## src/rtl/dma_rf_pkg.sv

```systemverilog
package dma_rf_pkg;
    localparam int NCH   = 4;
    localparam int CHW   = $clog2(NCH);
    localparam int REGW  = 16;
    localparam int BYTEW = 8;
    localparam int MODEW = BYTEW - CHW;

    localparam logic [3:0] OFS_STATUS  = 4'h8;
    localparam logic [3:0] OFS_REQ     = 4'h9;
    localparam logic [3:0] OFS_SMASK   = 4'hA;
    localparam logic [3:0] OFS_MODE    = 4'hB;
    localparam logic [3:0] OFS_PTRCLR  = 4'hC;
    localparam logic [3:0] OFS_MRST    = 4'hD;
    localparam logic [3:0] OFS_MASKCLR = 4'hE;
    localparam logic [3:0] OFS_AMASK   = 4'hF;

    typedef enum logic {PTR_LO, PTR_HI} ptr_state_t;
    typedef enum logic {SC_IDLE, SC_PEND} stsclr_state_t;
endpackage

```

## src/rtl/dma_rf_seq.sv

```systemverilog
module dma_rf_seq (
    input  logic clk,
    input  logic rst_n,
    input  logic step,
    input  logic ptr_clr,
    input  logic sts_rd,
    output logic hi_sel,
    output logic tc_clr
);
    import dma_rf_pkg::*;

    ptr_state_t    ptr_q, ptr_d;
    stsclr_state_t sc_q, sc_d;

    always_ff @(posedge clk or negedge rst_n) begin
        if (!rst_n) begin
            ptr_q <= PTR_LO;
            sc_q  <= SC_IDLE;
        end else begin
            ptr_q <= ptr_d;
            sc_q  <= sc_d;
        end
    end

    always_comb begin
        ptr_d = ptr_q;
        unique case (ptr_q)
            PTR_LO: if (!ptr_clr && step) ptr_d = PTR_HI;
            PTR_HI: if (ptr_clr || step)  ptr_d = PTR_LO;
        endcase
        sc_d = sc_q;
        unique case (sc_q)
            SC_IDLE: if (sts_rd)  sc_d = SC_PEND;
            SC_PEND: if (!sts_rd) sc_d = SC_IDLE;
        endcase
    end

    always_comb begin
        hi_sel = (ptr_q == PTR_HI);
        tc_clr = (sc_q == SC_PEND);
    end
endmodule

```

## src/rtl/dma_rf_chan.sv

```systemverilog
module dma_rf_chan #(
    parameter int REGW = 16
) (
    input  logic              clk,
    input  logic              rst_n,
    input  logic              addr_we,
    input  logic              cnt_we,
    input  logic              hi_sel,
    input  logic [REGW/2-1:0] wbyte,
    input  logic              eng_we,
    input  logic [REGW-1:0]   eng_addr,
    input  logic [REGW-1:0]   eng_cnt,
    output logic [REGW-1:0]   base_addr,
    output logic [REGW-1:0]   cur_addr,
    output logic [REGW-1:0]   base_cnt,
    output logic [REGW-1:0]   cur_cnt
);
    localparam int HB = REGW / 2;

    always_ff @(posedge clk or negedge rst_n) begin
        if (!rst_n) begin
            base_addr <= '0;
            cur_addr  <= '0;
        end else if (addr_we) begin
            if (hi_sel) begin
                base_addr[REGW-1:HB] <= wbyte;
                cur_addr[REGW-1:HB]  <= wbyte;
            end else begin
                base_addr[HB-1:0] <= wbyte;
                cur_addr[HB-1:0]  <= wbyte;
            end
        end else if (eng_we) begin
            cur_addr <= eng_addr;
        end
    end

    always_ff @(posedge clk or negedge rst_n) begin
        if (!rst_n) begin
            base_cnt <= '0;
            cur_cnt  <= '0;
        end else if (cnt_we) begin
            if (hi_sel) begin
                base_cnt[REGW-1:HB] <= wbyte;
                cur_cnt[REGW-1:HB]  <= wbyte;
            end else begin
                base_cnt[HB-1:0] <= wbyte;
                cur_cnt[HB-1:0]  <= wbyte;
            end
        end else if (eng_we) begin
            cur_cnt <= eng_cnt;
        end
    end
endmodule

```

## src/rtl/dma_rf_ctl.sv

```systemverilog
module dma_rf_ctl
    import dma_rf_pkg::*;
(
    input  logic                 clk,
    input  logic                 rst_n,
    input  logic [BYTEW-1:0]     wdata,
    input  logic                 cmd_we,
    input  logic                 req_we,
    input  logic                 smask_we,
    input  logic                 amask_we,
    input  logic                 maskclr_we,
    input  logic                 mode_we,
    input  logic                 mrst,
    input  logic                 tc_clr,
    input  logic [BYTEW-1:0]     eng_sts_set,
    input  logic [BYTEW-1:0]     eng_sts_clr,
    input  logic [NCH-1:0]       eng_mask_set,
    input  logic                 eng_tmp_we,
    input  logic [BYTEW-1:0]     eng_tmp_d,
    output logic [BYTEW-1:0]     cmd,
    output logic [BYTEW-1:0]     req,
    output logic [NCH-1:0]       mask,
    output logic [BYTEW-1:0]     status,
    output logic [BYTEW-1:0]     temp,
    output logic [NCH*MODEW-1:0] mode_flat
);
    logic [NCH-1:0]   mask_d;
    logic [BYTEW-1:0] status_d;
    logic [CHW-1:0]   wch;

    assign wch = wdata[CHW-1:0];

    always_comb begin
        mask_d = mask;
        if (mrst)            mask_d = '1;
        else if (amask_we)   mask_d = wdata[NCH-1:0];
        else if (maskclr_we) mask_d = '0;
        else if (smask_we)   mask_d[wch] = wdata[CHW];
        mask_d = mask_d | eng_mask_set;
    end

    always_comb begin
        status_d = status;
        if (tc_clr) status_d[NCH-1:0] = '0;
        status_d = (status_d & ~eng_sts_clr) | eng_sts_set;
        if (mrst) status_d = '0;
    end

    always_ff @(posedge clk or negedge rst_n) begin
        if (!rst_n) begin
            cmd    <= '0;
            req    <= '0;
            mask   <= '1;
            status <= '0;
            temp   <= '0;
        end else begin
            mask   <= mask_d;
            status <= status_d;
            if (mrst) begin
                cmd  <= '0;
                req  <= '0;
                temp <= '0;
            end else begin
                if (cmd_we)     cmd  <= wdata;
                if (req_we)     req  <= wdata;
                if (eng_tmp_we) temp <= eng_tmp_d;
            end
        end
    end

    for (genvar i = 0; i < NCH; i++) begin : g_mode
        always_ff @(posedge clk or negedge rst_n) begin
            if (!rst_n)
                mode_flat[i*MODEW +: MODEW] <= '0;
            else if (mode_we && (wch == CHW'(i)))
                mode_flat[i*MODEW +: MODEW] <= wdata[BYTEW-1:CHW];
        end
    end
endmodule

```

## src/rtl/dma_rf_top.sv

```systemverilog
module dma_rf_top
    import dma_rf_pkg::*;
(
    input  logic                 clk,
    input  logic                 rst_n,
    input  logic [3:0]           io_addr,
    input  logic [BYTEW-1:0]     io_wdata,
    input  logic                 io_rd,
    input  logic                 io_wr,
    output logic [BYTEW-1:0]     io_rdata,
    input  logic                 eng_we,
    input  logic [CHW-1:0]       eng_ch,
    input  logic [REGW-1:0]      eng_addr,
    input  logic [REGW-1:0]      eng_cnt,
    input  logic [BYTEW-1:0]     eng_sts_set,
    input  logic [BYTEW-1:0]     eng_sts_clr,
    input  logic [NCH-1:0]       eng_mask_set,
    input  logic                 eng_tmp_we,
    input  logic [BYTEW-1:0]     eng_tmp_d,
    output logic [BYTEW-1:0]     cmd_o,
    output logic [BYTEW-1:0]     req_o,
    output logic [NCH-1:0]       mask_o,
    output logic [BYTEW-1:0]     status_o,
    output logic [NCH*MODEW-1:0] mode_o,
    output logic [NCH*REGW-1:0]  base_addr_o,
    output logic [NCH*REGW-1:0]  cur_addr_o,
    output logic [NCH*REGW-1:0]  base_cnt_o,
    output logic [NCH*REGW-1:0]  cur_cnt_o
);
    logic           wr_acc, rd_acc, is_chan, step, ptr_clr, sts_rd, mrst;
    logic           ptr_hi, tc_clr;
    logic [CHW-1:0] ch_sel;
    logic [BYTEW-1:0] temp_q, rd_next;
    logic [REGW-1:0]  cur_addr_a [NCH];
    logic [REGW-1:0]  cur_cnt_a  [NCH];
    logic [REGW-1:0]  rd_word;

    assign wr_acc  = io_wr;
    assign rd_acc  = io_rd & ~io_wr;
    assign is_chan = ~io_addr[3];
    assign ch_sel  = io_addr[CHW:1];
    assign step    = (wr_acc | rd_acc) & is_chan;
    assign mrst    = wr_acc & (io_addr == OFS_MRST);
    assign ptr_clr = (wr_acc & (io_addr == OFS_PTRCLR)) | mrst;
    assign sts_rd  = rd_acc & (io_addr == OFS_STATUS);

    dma_rf_seq u_seq (
        .clk     (clk),
        .rst_n   (rst_n),
        .step    (step),
        .ptr_clr (ptr_clr),
        .sts_rd  (sts_rd),
        .hi_sel  (ptr_hi),
        .tc_clr  (tc_clr)
    );

    for (genvar i = 0; i < NCH; i++) begin : g_chan
        logic sel_i;
        assign sel_i = wr_acc & is_chan & (ch_sel == CHW'(i));
        dma_rf_chan #(.REGW(REGW)) u_chan (
            .clk       (clk),
            .rst_n     (rst_n),
            .addr_we   (sel_i & ~io_addr[0]),
            .cnt_we    (sel_i &  io_addr[0]),
            .hi_sel    (ptr_hi),
            .wbyte     (io_wdata),
            .eng_we    (eng_we & (eng_ch == CHW'(i))),
            .eng_addr  (eng_addr),
            .eng_cnt   (eng_cnt),
            .base_addr (base_addr_o[i*REGW +: REGW]),
            .cur_addr  (cur_addr_o[i*REGW +: REGW]),
            .base_cnt  (base_cnt_o[i*REGW +: REGW]),
            .cur_cnt   (cur_cnt_o[i*REGW +: REGW])
        );
        assign cur_addr_a[i] = cur_addr_o[i*REGW +: REGW];
        assign cur_cnt_a[i]  = cur_cnt_o[i*REGW +: REGW];
    end

    dma_rf_ctl u_ctl (
        .clk          (clk),
        .rst_n        (rst_n),
        .wdata        (io_wdata),
        .cmd_we       (wr_acc & (io_addr == OFS_STATUS)),
        .req_we       (wr_acc & (io_addr == OFS_REQ)),
        .smask_we     (wr_acc & (io_addr == OFS_SMASK)),
        .amask_we     (wr_acc & (io_addr == OFS_AMASK)),
        .maskclr_we   (wr_acc & (io_addr == OFS_MASKCLR)),
        .mode_we      (wr_acc & (io_addr == OFS_MODE)),
        .mrst         (mrst),
        .tc_clr       (tc_clr),
        .eng_sts_set  (eng_sts_set),
        .eng_sts_clr  (eng_sts_clr),
        .eng_mask_set (eng_mask_set),
        .eng_tmp_we   (eng_tmp_we),
        .eng_tmp_d    (eng_tmp_d),
        .cmd          (cmd_o),
        .req          (req_o),
        .mask         (mask_o),
        .status       (status_o),
        .temp         (temp_q),
        .mode_flat    (mode_o)
    );

    always_comb begin
        rd_word = io_addr[0] ? cur_cnt_a[ch_sel] : cur_addr_a[ch_sel];
        rd_next = 8'hFF;
        if (is_chan) begin
            rd_next = ptr_hi ? rd_word[REGW-1:REGW/2] : rd_word[REGW/2-1:0];
        end else begin
            case (io_addr)
                OFS_STATUS: rd_next = status_o;
                OFS_MRST:   rd_next = temp_q;
                OFS_AMASK:  rd_next = {{(BYTEW-NCH){1'b0}}, mask_o};
                default:    rd_next = 8'hFF;
            endcase
        end
    end

    always_ff @(posedge clk or negedge rst_n) begin
        if (!rst_n)      io_rdata <= '0;
        else if (rd_acc) io_rdata <= rd_next;
    end
endmodule

```

## config.mk

```make
export PLATFORM = sky130hd
export DESIGN_NAME = dma_rf_top
export DESIGN_NICKNAME = d
export VERILOG_FILES = /design/src/rtl/dma_rf_pkg.sv /design/src/rtl/dma_rf_seq.sv /design/src/rtl/dma_rf_chan.sv /design/src/rtl/dma_rf_ctl.sv /design/src/rtl/dma_rf_top.sv
export SDC_FILE = /design/constraint.sdc
export NUM_CORES = 1
export LEC_CHECK = 0
export ABC_CLOCK_PERIOD_IN_PS = 2700
export BUFFER_PORTS_ARGS = -buffer_cell sky130_fd_sc_hd__buf_2
export CELL_PAD_IN_SITES_DETAIL_PLACEMENT = 0
export CELL_PAD_IN_SITES_GLOBAL_PLACEMENT = 1
export CORE_MARGIN = 5
export CORE_UTILIZATION = 46
export DETAILED_ROUTE_END_ITERATION = 7
export PLACE_DENSITY_LB_ADDON = 0.1
export SLEW_MARGIN = 15
export SYNTH_ARGS = -nofsm -noshare
export SYNTH_HDL_FRONTEND = slang
export SYNTH_SLANG_ARGS = --single-unit
```

## constraint.sdc

```tcl
create_clock -name clk -period 2.7 [get_ports clk]
set_clock_uncertainty 0.05 [all_clocks]
set_input_delay 0.54 -clock clk [delete_from_list [all_inputs] [get_ports clk]]
set_output_delay 0.54 -clock clk [all_outputs]
set_load 0.01 [all_outputs]
```

# Word level (Yosys, flattened, before mapping)
# Cells that the tools add are included.
# totals
ff_bits	326
latchBits	0
ram_bits	0
mem_bits_ro	0
input_bits	80
out_inout_bits	316
wordCells	220
n_memories	0
# classes
n_addsub	0
multipliers	0
div	0
order_cmp	3
n_eq_ne	33
shift	0
mux	47
bitwise	39
reduce_logical	54
# ops
op	count
16-bit 2-to-1 mux	21
8-bit 2-to-1 mux	11
16-bit binary-select mux with 2-bit select	2
2-bit AND reduction	32
4-bit == test, second input constant	8
2-bit != test, second input constant	16
1-bit bitwise AND	28
8-bit case mux with 3 select lines	1
2-bit nonzero test	11
4-bit 2-to-1 mux	5
2-bit == test, second input constant	6
8-bit bitwise AND	1
8-bit inverter	1
8-bit OR	1
2-bit by 1-bit == test with 1-bit output, second input constant	3
1-bit logical AND	6
2-bit zero test	3
4-bit bitwise mux	1
1-bit 2-to-1 mux	4
1-bit inverter	4
4-bit OR	1
3-bit >= comparator, second input constant	1
2-bit by 3-bit less-than comparator with 1-bit output, second input constant	1
2-bit inverter with 3-bit output	1
other kinds (6)	7

# Logic depth before layout (Yosys ltp)
# logic_depth
word_depth	10
mapped_depth	8
mapped_depth_nobuf	4

# Modules after synthesis
# Synthesis repeated with hierarchy kept, for this count alone.
# unflattened
cells_unflattened	1215
hier_area_um2	16791.1
# modules_own_cells
module	instances	cells_each	area_each_um2	seq_area_each_um2
dma_rf_chan	4	210	3136.8	1601.5
dma_rf_ctl	1	188	2448.6	1506.4
dma_rf_top	1	183	1732.9	200.2
dma_rf_seq	1	4	62.6	50.0

# Least setup slack after synthesis
# OpenSTA, ideal clock, no wires.
# synth_path
kind	input-to-reg
from	input io_addr[3]
to	register g_chan[3].u_chan.cur_addr[13]
setup_ps	125
arrival_ps	2093
required_ps	2525
setup_slack_ps	432
path_stages	6
path_buffers	2
path_cell_list	or3b_1 -> buf_4 -> nor2_4 -> buf_2 -> mux2_2 -> mux2_2
# synth_via
elab_chain_cells	6
word_cells_on_any_way	8
cone_classes	eq/ne (1); mux (1); bitwise (4); reduce/logical (2)
# synth_lines
item	line_no	source
start: declaration	dma_rf_top.sv:6	input logic [3:0] io_addr,
1-bit inverter *	dma_rf_top.sv:40	assign is_chan = ~io_addr[3];
1-bit bitwise AND * (2 in a row)	dma_rf_top.sv:59	assign sel_i = wr_acc & is_chan & (ch_sel == CHW'(i));
1-bit bitwise AND *	dma_rf_top.sv:63	.addr_we (sel_i & ~io_addr[0]),
2-bit != test (no line) or 2-bit nonzero test (tied branches)	n/a	
2-bit AND reduction (no line)	n/a	
end signal: indexed assignment	dma_rf_chan.sv:27	cur_addr[REGW-1:HB] <= wbyte;
end signal: indexed assignment	dma_rf_chan.sv:30	cur_addr[HB-1:0] <= wbyte;
end signal: assignment	dma_rf_chan.sv:33	cur_addr <= eng_addr;
end: declaration	dma_rf_chan.sv:14	output logic [REGW-1:0] cur_addr,
# Mark *: on every way between the ends. The rest lies on a longest branch, timed or not.
# A chain may end at the register's enable or synchronous reset.

# Worst setup path in the final report
# layout_path
from	register u_seq.ptr_q, in the netlist u_seq.hi_sel
to	register g_chan[3].u_chan.cur_addr[4]
# layout_via
elab_chain_cells	2
# layout_lines
item	line_no	source
start: declaration	dma_rf_seq.sv:12	ptr_state_t ptr_q, ptr_d;
start signal: assignment	dma_rf_seq.sv:20	ptr_q <= ptr_d;
2-bit != test (no line)	n/a	
2-bit AND reduction (no line)	n/a	
# No other way between the ends.

==> results.cfg <==
[clocking]
cts_setup_buffers = 0
cts_root_buffer = clkbuf_16
clockBufferDepth = 3
cts_buffers = 37
clkTransAtPathRegs_ns = 0.06
cts_sinks = 326
cts_tree = yes
h-tree-depth = 2
worstSkewPairLatency_ns = 0.52

[sta]
tightest_slew_ns = 1.066
relSlewSlack_pct = 28.90
rsz0062_at_grt = no
setup_tns_ns = 0
hold_violations = 0
holdWs_ns = 0.1967
fmax_mhz = 465.9
setup_viol = 0
setup_slack_ns = 0.5537
period_needed_ns = 2.146
fin_crit_sh_pct = 79.49
slew_viol_final = 0

[critical_path]
cpMaxStageDelayCell = dfrtp_1
start_kind = flop
crit_buf_inv = 1
required_ns = 3.05
reg2reg_slack_ns = 0.55
worst-path-max-fanout = 14
worst_path_dominant_cell_family = flip-flops
crit_chain = buf_4, nor3_4, nor2_2, mux2_2
max_stage_delay_ns = 0.75
r2r_cells = 4
cp-end-kind = flop
rr_startpoint = u_seq.hi_sel
path_class = reg -> reg
cp.arrival_ns = 2.50
r2r_end = g_chan[3].u_chan.cur_addr[4]

[synthesis]
synth_flop_cell = dfrtp_1
synth-seq-cells = 326
syn-cell-area_sq_mm = 0.01555
seq_area_frac_synth_pct = 52.50
synth_enable_flop_cells = 0
yosysUniqueCellTypes = 51
syn_inst = 1116
synth_warnings = 0
syn_nets = 1196
syn_area_per_cell_sq_um = 13.93
ys_async_sr_fraction_pct = 100.0

[grt]
grt_antenna_before_repair = 6
grt_pass1_wl_mm = 77.80
grt_max_degree = 70
grt-ovfl-total = 0
globalRouteTotalUtil_pct = 26.67
grt_pass1_vias = 11840

[route]
drt_wl_total_mm = 50.89
drt-wirelength-per-cell_um = 25.15
drt_iter0_drc = 665
vias = 11130
antenna_left = 0
vias_per_cell = 5.499
route.detailed.drc = 0
drt_pass1_iterations = 4

[power]
p_switching_mw = 4.875
p_sw_share_pct = 30.97
p_leak_nw = 9.251
intPower_mw = 10.86
power_frac_clock_pct = 30.6
p_per_area_mw_per_mm2 = 805.3
power_mw = 15.74
combPwrFrac_pct = 26.2
p_seq_share_pct = 43.2
ir_drop_uv = 531.1

[floorplanning]
coreArea_sq_mm = 0.03345
start_util_pct = 46.48
dieArea_sq_mm = 0.03758
die_x_um = 193.8
fp.dieH_um = 193.8
ios = 396
fp-row-count = 67

[finish]
n_fill_cell = 2869
drive_gt1_share_pct = 63.35
final_cell_area_sq_mm = 0.01954
seqCellArea_sq_mm = 0.008163
area_growth_pct = 25.70
final_nets = 1621
multi_input_area_sq_mm = 0.006975

[hold_path]
worstHoldStart = eng_sts_set[7]
hp-class = in -> reg
hold_path_depth = 3
hold-path-endpoint = u_ctl.status[7]

[status]
status = complete, no violations

[placement]
numPortBuffers = 395
hpwlAfterDp_mm = 36.03
placed_cell_area_sq_mm = 0.01836
routabilityCongestion = 0.8228
place_ws_ns = 0.2053

[flow_run]
max-cap-violations = 0
## power by group through the flow
| stage | Clock, mW | Combinational [mW] | Sequential (mW) |
|---|---|---|---|
| final | 4.81 | 4.12 | 6.81 |
| after global routing | 5.12 | 4.44 | 6.95 |
| after CTS | 4.91 | 4.19 | 6.80 |
| after detailed placement | 0 | 4.17 | 6.86 |
| after global placement | 0 | 4.11 | 6.84 |
| after floorplan | 0 | 1.65 | 7.24 |
## cells in the final DEF (no fill, tap or decap), drive strengths merged, types with 3 or more instances in the layout
| cell | n |
|---|---|
| mux4 | 32 |
| inv | 13 |
| mux2 | 408 |
| or3 | 3 |
| a211oi | 4 |
| nor2 | 48 |
| or2 | 3 |
| nand2 | 47 |
| dfstp | 4 |
| dfrtp | 322 |
| nor4 | 5 |
| diode | 6 |
| o21bai | 4 |
| nor2b | 4 |
| mux2i | 27 |
| nand3 | 16 |
| o2111a | 6 |
| nand3b | 3 |
| clkbuf | 60 |
| a21oi | 22 |
| buf | 461 |
| clkinv | 7 |
| o21ai | 27 |
| nand2b | 8 |
| nor3b | 7 |
| o2111ai | 3 |
| nor3 | 12 |
## worst min-delay path: stages
cell,delay (ns)
buf_2,0.08
a21oi_1,0.03
nor2_1,0.07
## repair_timing
action / 4_1_cts / 5_1_grt
hold buffers: 1 / 0
endpoints found under the hold margin: 48 / 0
resized for setup: 0 / 0
## registers in the layout, summed over array words and instances, names as in the netlist, 8 cells and up
register,count
u_ctl.cmd,8
u_ctl.status,8
u_ctl.mode_flat,24
io_rdata,8
g_chan.u_chan.cur_cnt,64
u_ctl.temp,8
u_ctl.req,8
g_chan.u_chan.base_cnt,64
g_chan.u_chan.base_addr,64
g_chan.u_chan.cur_addr,64
## synth_stat cells, types with 3 or more instances
cell type / count / area share [%]
dfstp_2: 4 / 0.68
nand2b_1: 8 / 0.32
o21bai_1: 4 / 0.19
buf_1: 9 / 0.22
nor3b_1: 7 / 0.34
mux2_2: 406 / 29
a21oi_1: 18 / 0.58
nand3_2: 4 / 0.26
inv_1: 12 / 0.29
nor4_1: 5 / 0.20
o2111a_1: 6 / 0.43
nand2_2: 5 / 0.20
a21oi_2: 4 / 0.23
a211oi_1: 4 / 0.19
buf_4: 11 / 0.53
nor3_1: 4 / 0.13
nand2_1: 42 / 1.0
nor2b_1: 4 / 0.16
nand3b_1: 3 / 0.14
o2111ai_1: 3 / 0.17
nor3_4: 6 / 0.63
nor2_2: 9 / 0.36
mux2i_1: 27 / 1.7
buf_2: 15 / 0.48
nand3_1: 12 / 0.39
o21ai_0: 23 / 0.74
or3_1: 3 / 0.12
o21ai_2: 4 / 0.23
clkbuf_1: 39 / 0.94
dfrtp_1: 322 / 52
nor2_1: 38 / 0.92
mux4_2: 32 / 4.6
## final cells by class
| class | instances | share of cell area [%] |
|---|---|---|
| multi-input combinational | 701 | 35.69 |
| sequential | 326 | 41.77 |
| clock inverter | 7 | 0.3137 |
| inverter | 13 | 0.2497 |
| tap | 448 | 2.868 |
| antenna | 6 | 0.07682 |
| clock buffer | 60 | 5.640 |
| timing repair buffer | 462 | 13.39 |
## metrics by stage
| stage | instances | util, % |
|---|---|---|
| 6_report | 2023 | 58.43 |
| 5_1_grt | 2019 | 58.40 |
| 4_1_cts | 2017 | 58.38 |
| 3_5_place_dp | 1949 | 54.88 |
| 3_3_place_gp | 1949 | 54.88 |
| 2_1_floorplan | 1116 | - |
## routing by layer
| metal | track usage, % | vias up | wire [um] |
|---|---|---|---|
| met2 | 42.67 | 361 | 23940 |
| met3 | 6.481 | 81 | 3311 |
| met1 | 37.00 | 5758 | 22280 |
| met4 | 6.771 | 4 | 1325 |
| met5 | 0 | - | 32 |
| li1 | - | 4921 | - |
## kinds of logic after synthesis
logic type / after synthesis / synth area share [%]
mux: 467 / 35.92
compound gates: 71 / 3.066
buf+inv: 89 / 2.631
simple gates: 162 / 5.819
flops: 326 / 52.50
xor+xnor: 1 / 0.05634
## worst max path at each step
stage | start | endpoint | slack, ns | depth (start not counted)
5_1_grt | u_seq.hi_sel | g_chan[3].u_chan.cur_addr[2] | 0.50 | 4
6_report | u_seq.hi_sel | g_chan[3].u_chan.cur_addr[4] | 0.55 | 4
2_1_floorplan | io_addr[3] | g_chan[3].u_chan.cur_addr[13] | 0.43 | 6
4_1_cts | u_seq.hi_sel | g_chan[3].u_chan.cur_addr[4] | 0.56 | 4
3_3_place_gp | io_addr[1] | g_chan[0].u_chan.cur_addr[5] | 0.25 | 6
3_5_place_dp | io_addr[0] | u_ctl.mode_flat[4] | 0.21 | 5
Power figures use the tool's default switching activity.
